==> src/rtl/slp_pkg.sv <==
package slp_pkg;

    typedef enum logic [1:0] {
        ST_RUN     = 2'd0,
        ST_NAP     = 2'd1,
        ST_DEEP    = 2'd2,
        ST_RESTORE = 2'd3
    } slp_state_e;

    typedef enum logic [1:0] {
        SRC_NONE = 2'd0,
        SRC_WFI  = 2'd1,
        SRC_WFE  = 2'd2,
        SRC_EXIT = 2'd3
    } entry_src_e;

endpackage

==> src/rtl/slp_evt_latch.sv <==
module slp_evt_latch (
    input  logic clk,
    input  logic rst_n,
    input  logic set_i,
    input  logic clr_i,
    output logic q_o
);

    // clear takes precedence over a coincident event
    always_ff @(posedge clk or negedge rst_n) begin
        if (!rst_n) begin
            q_o <= 1'b0;
        end else if (clr_i) begin
            q_o <= 1'b0;
        end else if (set_i) begin
            q_o <= 1'b1;
        end
    end

endmodule

==> src/rtl/slp_entry_sel.sv <==
module slp_entry_sel
    import slp_pkg::*;
(
    input  logic wfi_i,
    input  logic wfe_i,
    input  logic ret_i,
    input  logic ret_en_i,
    input  logic irq_any_i,
    input  logic evt_any_i,
    input  logic latch_i,
    output logic go_sleep_o,
    output logic wake_on_evt_o,
    output logic consume_o
);

    entry_src_e src;

    // fixed priority: wfi over wfe over return-to-thread
    always_comb begin
        if (wfi_i) begin
            src = SRC_WFI;
        end else if (wfe_i) begin
            src = SRC_WFE;
        end else if (ret_i) begin
            src = SRC_EXIT;
        end else begin
            src = SRC_NONE;
        end
    end

    always_comb begin
        go_sleep_o    = 1'b0;
        wake_on_evt_o = 1'b0;
        consume_o     = 1'b0;
        unique case (src)
            SRC_WFI: begin
                go_sleep_o = !irq_any_i;
            end
            SRC_WFE: begin
                if (latch_i || evt_any_i) begin
                    consume_o = 1'b1;
                end else begin
                    go_sleep_o    = 1'b1;
                    wake_on_evt_o = 1'b1;
                end
            end
            SRC_EXIT: begin
                go_sleep_o = ret_en_i && !irq_any_i;
            end
            SRC_NONE: begin
                go_sleep_o = 1'b0;
            end
        endcase
    end

endmodule

==> src/rtl/slp_fsm.sv <==
module slp_fsm
    import slp_pkg::*;
(
    input  logic       clk,
    input  logic       rst_n,
    input  logic       go_sleep_i,
    input  logic       wake_on_evt_i,
    input  logic       deep_sel_i,
    input  logic       irq_any_i,
    input  logic       evt_any_i,
    input  logic       pwr_ack_i,
    output slp_state_e state_o,
    output logic       evt_exit_o,
    output logic       core_clk_en_o,
    output logic       flash_off_req_o,
    output logic       retain_req_o,
    output logic       wake_pulse_o
);

    slp_state_e state_q;
    slp_state_e state_d;
    logic       kind_evt_q;
    logic       wake_cond;

    assign wake_cond = irq_any_i || (kind_evt_q && evt_any_i);

    always_comb begin
        state_d = state_q;
        unique case (state_q)
            ST_RUN: begin
                if (go_sleep_i) begin
                    state_d = deep_sel_i ? ST_DEEP : ST_NAP;
                end
            end
            ST_NAP: begin
                if (wake_cond) begin
                    state_d = ST_RUN;
                end
            end
            ST_DEEP: begin
                if (wake_cond) begin
                    state_d = ST_RESTORE;
                end
            end
            ST_RESTORE: begin
                if (pwr_ack_i) begin
                    state_d = ST_RUN;
                end
            end
        endcase
    end

    // state register, wake-source kind and wake pulse
    always_ff @(posedge clk or negedge rst_n) begin
        if (!rst_n) begin
            state_q      <= ST_RUN;
            kind_evt_q   <= 1'b0;
            wake_pulse_o <= 1'b0;
        end else begin
            state_q      <= state_d;
            wake_pulse_o <= (state_q != ST_RUN) && (state_d == ST_RUN);
            if (state_q == ST_RUN && go_sleep_i) begin
                kind_evt_q <= wake_on_evt_i;
            end
        end
    end

    always_comb begin
        core_clk_en_o   = 1'b0;
        flash_off_req_o = 1'b0;
        retain_req_o    = 1'b0;
        unique case (state_q)
            ST_RUN:     core_clk_en_o = 1'b1;
            ST_NAP:     core_clk_en_o = 1'b0;
            ST_DEEP: begin
                flash_off_req_o = 1'b1;
                retain_req_o    = 1'b1;
            end
            ST_RESTORE: core_clk_en_o = 1'b0;
        endcase
    end

    assign evt_exit_o = kind_evt_q && wake_cond &&
                        (state_q == ST_NAP || state_q == ST_DEEP);
    assign state_o    = state_q;


    req_clk_excl_chk: assert property (@(posedge clk) disable iff (!rst_n)
        (flash_off_req_o || retain_req_o) |-> !core_clk_en_o);


    restore_hold_chk: assert property (@(posedge clk) disable iff (!rst_n)
        (state_q == ST_RESTORE && !pwr_ack_i) |=> (state_q == ST_RESTORE && !core_clk_en_o));


    wake_single_chk: assert property (@(posedge clk) disable iff (!rst_n)
        wake_pulse_o |=> !wake_pulse_o);


    wake_runs_chk: assert property (@(posedge clk) disable iff (!rst_n)
        wake_pulse_o |-> core_clk_en_o);

endmodule

==> src/rtl/slp_ctrl.sv <==
module slp_ctrl
    import slp_pkg::*;
#(
    parameter int N_IRQ = 8,
    parameter int N_EVT = 4
) (
    input  logic             clk,
    input  logic             rst_n,
    input  logic             wfi_strobe,
    input  logic             wfe_strobe,
    input  logic             ret_to_thread,
    input  logic             sleep_on_ret_en,
    input  logic             deep_sel,
    input  logic [N_IRQ-1:0] irq_pending,
    input  logic [N_EVT-1:0] evt_in,
    input  logic             pwr_ack,
    output logic             core_clk_en,
    output logic             flash_off_req,
    output logic             retain_req,
    output logic             wake_pulse
);

    logic       irq_any;
    logic       evt_any;
    logic       latch_q;
    logic       go_raw;
    logic       wake_on_evt;
    logic       consume_raw;
    logic       evt_exit;
    logic       in_run;
    slp_state_e state;

    assign irq_any = |irq_pending;
    assign evt_any = |evt_in;
    assign in_run  = (state == ST_RUN);

    slp_entry_sel u_sel (
        .wfi_i         (wfi_strobe),
        .wfe_i         (wfe_strobe),
        .ret_i         (ret_to_thread),
        .ret_en_i      (sleep_on_ret_en),
        .irq_any_i     (irq_any),
        .evt_any_i     (evt_any),
        .latch_i       (latch_q),
        .go_sleep_o    (go_raw),
        .wake_on_evt_o (wake_on_evt),
        .consume_o     (consume_raw)
    );

    slp_evt_latch u_latch (
        .clk   (clk),
        .rst_n (rst_n),
        .set_i (evt_any),
        .clr_i ((consume_raw && in_run) || evt_exit),
        .q_o   (latch_q)
    );

    slp_fsm u_fsm (
        .clk             (clk),
        .rst_n           (rst_n),
        .go_sleep_i      (go_raw),
        .wake_on_evt_i   (wake_on_evt),
        .deep_sel_i      (deep_sel),
        .irq_any_i       (irq_any),
        .evt_any_i       (evt_any),
        .pwr_ack_i       (pwr_ack),
        .state_o         (state),
        .evt_exit_o      (evt_exit),
        .core_clk_en_o   (core_clk_en),
        .flash_off_req_o (flash_off_req),
        .retain_req_o    (retain_req),
        .wake_pulse_o    (wake_pulse)
    );


    wfi_enter_chk: assert property (@(posedge clk) disable iff (!rst_n)
        (core_clk_en && wfi_strobe && !irq_any) |=> !core_clk_en);


    wfi_refuse_chk: assert property (@(posedge clk) disable iff (!rst_n)
        (core_clk_en && wfi_strobe && irq_any) |=> core_clk_en);


    ret_disabled_chk: assert property (@(posedge clk) disable iff (!rst_n)
        (core_clk_en && ret_to_thread && !wfi_strobe && !wfe_strobe && !sleep_on_ret_en)
        |=> core_clk_en);

endmodule

==> config.mk <==
export PLATFORM = sky130hd
export DESIGN_NAME = slp_ctrl
export DESIGN_NICKNAME = d
export VERILOG_FILES = /design/src/rtl/slp_pkg.sv /design/src/rtl/slp_evt_latch.sv /design/src/rtl/slp_entry_sel.sv /design/src/rtl/slp_fsm.sv /design/src/rtl/slp_ctrl.sv
export SDC_FILE = /design/constraint.sdc
export NUM_CORES = 1
export LEC_CHECK = 0
export BUFFER_PORTS_ARGS = -buffer_cell sky130_fd_sc_hd__buf_4
export CORE_AREA = 2 2 39 41
export CTS_BUF_LIST = sky130_fd_sc_hd__clkbuf_4 sky130_fd_sc_hd__clkbuf_8 sky130_fd_sc_hd__clkbuf_16
export DETAILED_ROUTE_END_ITERATION = 7
export DIE_AREA = 0 0 41 43
export PLACE_DENSITY = 0.6
export RECOVER_POWER = 50
export SYNTH_ARGS = -nofsm -noshare
export SYNTH_HDL_FRONTEND = slang
export SYNTH_SLANG_ARGS = --single-unit
==> constraint.sdc <==
create_clock -name clk -period 2.85 [get_ports clk]
set_input_delay 0.1425 -clock clk [delete_from_list [all_inputs] [get_ports clk]]
set_output_delay 0.1425 -clock clk [all_outputs]
set_load 0.03 [all_outputs]
==> impl_metrics.csv <==
group,metric,value,unit
layout,final_common_cell,"buf_4",
global_route,grt_pass1_wl,1390,um
floorplan,start_util,0.278,
clocking,cts_resized,0,
clocking,cts_root_buf,"clkbuf_4",
outcome,outcome,"completed",
drt,drc,0,
timing,drv_slew,0,
clocking,numCtsBuffers,3,
placed_design,gp_congestion,0.696,
global_route,grt_max_degree,8,
layout,mostFrequentLayoutCells,"21 x buf_4, 6 x inv_1, 5 x dfrtp_1",
layout,syn2layout_area_growth,56.5,%
layout,seq_area,125,um^2
pwr,combPwrFrac,0.551,
timing,finalWorstSetupSlack,1420,ps
global_route,overflow,0,
timing,period_share,0.503,
logic_synthesis,synth.largest_area_cell,"dfrtp_1",
logic_synthesis,synth_edf_count,0,
logic_synthesis,synth_top_area_frac,0.325,
layout,final_cells,83,
floorplan,die_w,41,um
critical_path,crit_type,"register to output pin",
timing,skew,2.91,ps
timing,period_minus_slack,1430,ps
drt,antenna_left,0,
drt,drt_iter0_markers,7,
placed_design,dp_slack,1240,ps
layout,multiInputGateArea,230,um^2
critical_path,worstSetupStartpointType,"register",
timing,slew_headroom,0.755,
pwr,netSwitchingFraction,0.436,
drt,routed_wl,883,um
pwr,p_leak,0.274,nW
clocking,cts.htree.levels,1,
worst_hold_path,hold_path.class,"primary input to register",
layout,final_cell_area,603,um^2
logic_synthesis,yosys-top-cells-area,"dfrtp_1 32%, ha_1 13%, o32ai_4 7.1%, inv_1 5.8%, mux2i_1 5.2%",
layout,antennaDiodeCount,0,
drt,vias,388,
logic_synthesis,synth.cell_area,385,um^2
global_route,first_global_vias,356,
drt,via_per_inst,4.67,
critical_path,cp.required,2710,ps
floorplan,die_h,43,um
pwr,power.switching,0.211,mW
logic_synthesis,ys_seq_area_frac,0.325,
timing,hold_violations,0,
pwr,seqPwrFrac,0.256,
timing,setup_viol,0,
global_route,grtUsageTotal,0.121,
timing,rsz0062_at_grt,"false",
floorplan,rows,14,
layout,n_fill_cell,135,
timing,clock.fmax,0.698,GHz
logic_synthesis,synthCells,40,
floorplan,dieArea,1760,um^2
critical_path,cp.arrival,1290,ps
pwr,irDropWorstVdd,0.245,mV
clocking,insertion_delay,250,ps
pwr,powerDensity,801,nW/um^2
layout,final_layout_size_suffix_gt1_frac,0.403,
critical_path,path_max_fanout,7,
logic_synthesis,synthArstFlopShare,1.00,
clocking,clock-sinks,5,
timing,worst_slew_pin_slew,368,ps
placed_design,dp_hpwl,744,um
clocking,tritoncts,"done",
clocking,max-clock-path-buffers,2,
logic_synthesis,synth.distinct_cells,23,
clocking,clk_pin_slew_worst_paths,40,ps
logic_synthesis,yosys_warnings,0,
logic_synthesis,synth_ff_type,"dfrtp_1",
logic_synthesis,syn-num-nets,64,
placed_design,port_buffers,23,
pwr,p_int,0.273,mW
timing,finalSetupTns,0,ps
pwr,p_clk_frac,0.193,
global_route,antenna_found_initial,0,
floorplan,core,1380,um^2
clocking,postCtsSetupBuffers,0,
layout,finish.utilization,0.436,
job,drv_cap,0,
placed_design,post-place-cells,78,
logic_synthesis,synth_seq_cells,5,
floorplan,io_pins,24,
drt,wl_per_cell,10.6,um
drt,drt_first_pass_iters,4,
layout,nNetsFinal,92,
logic_synthesis,synth_area_per_cell,9.63,um^2
placed_design,post_dp_cell_area,571,um^2
critical_path,end_kind,"output pin",
[registers in the layout, summed over array words and instances, names as in the netlist]
name	flops
u_fsm.wake_pulse_o	1
u_fsm.kind_evt_q	1
u_fsm.state_o	2
u_latch.q_o	1
[final cells by class]
cell class | count | share of cell area
timing repair buffer | 24 | 0.290
inverter | 6 | 0.0373
sequential | 5 | 0.207
clock buffer | 4 | 0.0498
multi-input combinational | 28 | 0.382
tap | 16 | 0.0332
[kinds of logic after synthesis]
kind of cell               after synthesis  synth area share
adders and majority gates                4             0.130
DFF                                      5             0.325
and+or+nand+nor                         10             0.143
muxes                                    2            0.0520
buffers and inverters                    7            0.0779
AOI/OAI and AO/OA                       12             0.273
[power by group through the flow]
| stage | logic (mW) | registers (mW) | clock network (mW) |
|---|---|---|---|
| 2_1_floorplan | 0.181 | 0.135 | 0 |
| 4_1_cts | 0.274 | 0.125 | 0.0969 |
| 3_3_place_gp | 0.274 | 0.126 | 0 |
| 3_5_place_dp | 0.273 | 0.125 | 0 |
| 6_report | 0.266 | 0.124 | 0.0933 |
| 5_1_grt | 0.296 | 0.127 | 0.100 |
[cells in the mapped netlist, types with 2 or more instances]
master,n
inv_1,6
ha_1,4
mux2i_1,2
nor2_1,2
nand2_1,2
nor4_1,2
a21oi_1,2
dfrtp_1,5
[path summary, 6_finish.rpt]
path,end,slack (ps),start,cells after the start
worst max-delay path,core_clk_en,1420,u_fsm.state_o[0],3
worst min-delay path,u_fsm.state_o[0],210,deep_sel,3
worst max register to register,u_fsm.wake_pulse_o,1560,u_fsm.state_o[1],6
worst min register to register,u_latch.q_o,530,u_fsm.kind_evt_q,1
max in group asynchronous,u_fsm.kind_evt_q,2350,rst_n,2
min in group asynchronous,u_latch.q_o,280,rst_n,2
[routing by layer]
| metal | vias up | global-route usage | wire length, um | share of wire |
|---|---|---|---|---|
| li1 | 200 | - | - | - |
| met1 | 176 | 0.125 | 353 | 0.40 |
| met2 | 7 | 0.191 | 469 | 0.53 |
| met3 | 5 | 0.0157 | 19 | 0.022 |
| met4 | 0 | 0.120 | 40 | 0.045 |
| met5 | - | 0 | 0 | 0 |
[repair_timing]
item,4_1_cts,5_1_grt
hold buffers,1,0
endpoints found under the setup margin,0,0
hold endpoints to repair,5,0
[critical path: stages (launching register included)]
cell and delay [ps]:
dfrtp_1 410, inv_1 130, ha_1 300, buf_4 210
[through the flow]
step	total power [mW]	hold slack, ps
floorplan	0.316	-153
global placement	0.400	-54.8
detailed placement	0.398	-53.5
CTS	0.496	200
global route	0.523	204
finish	0.483	206
No activity file was read; power rests on OpenSTA's default activity.
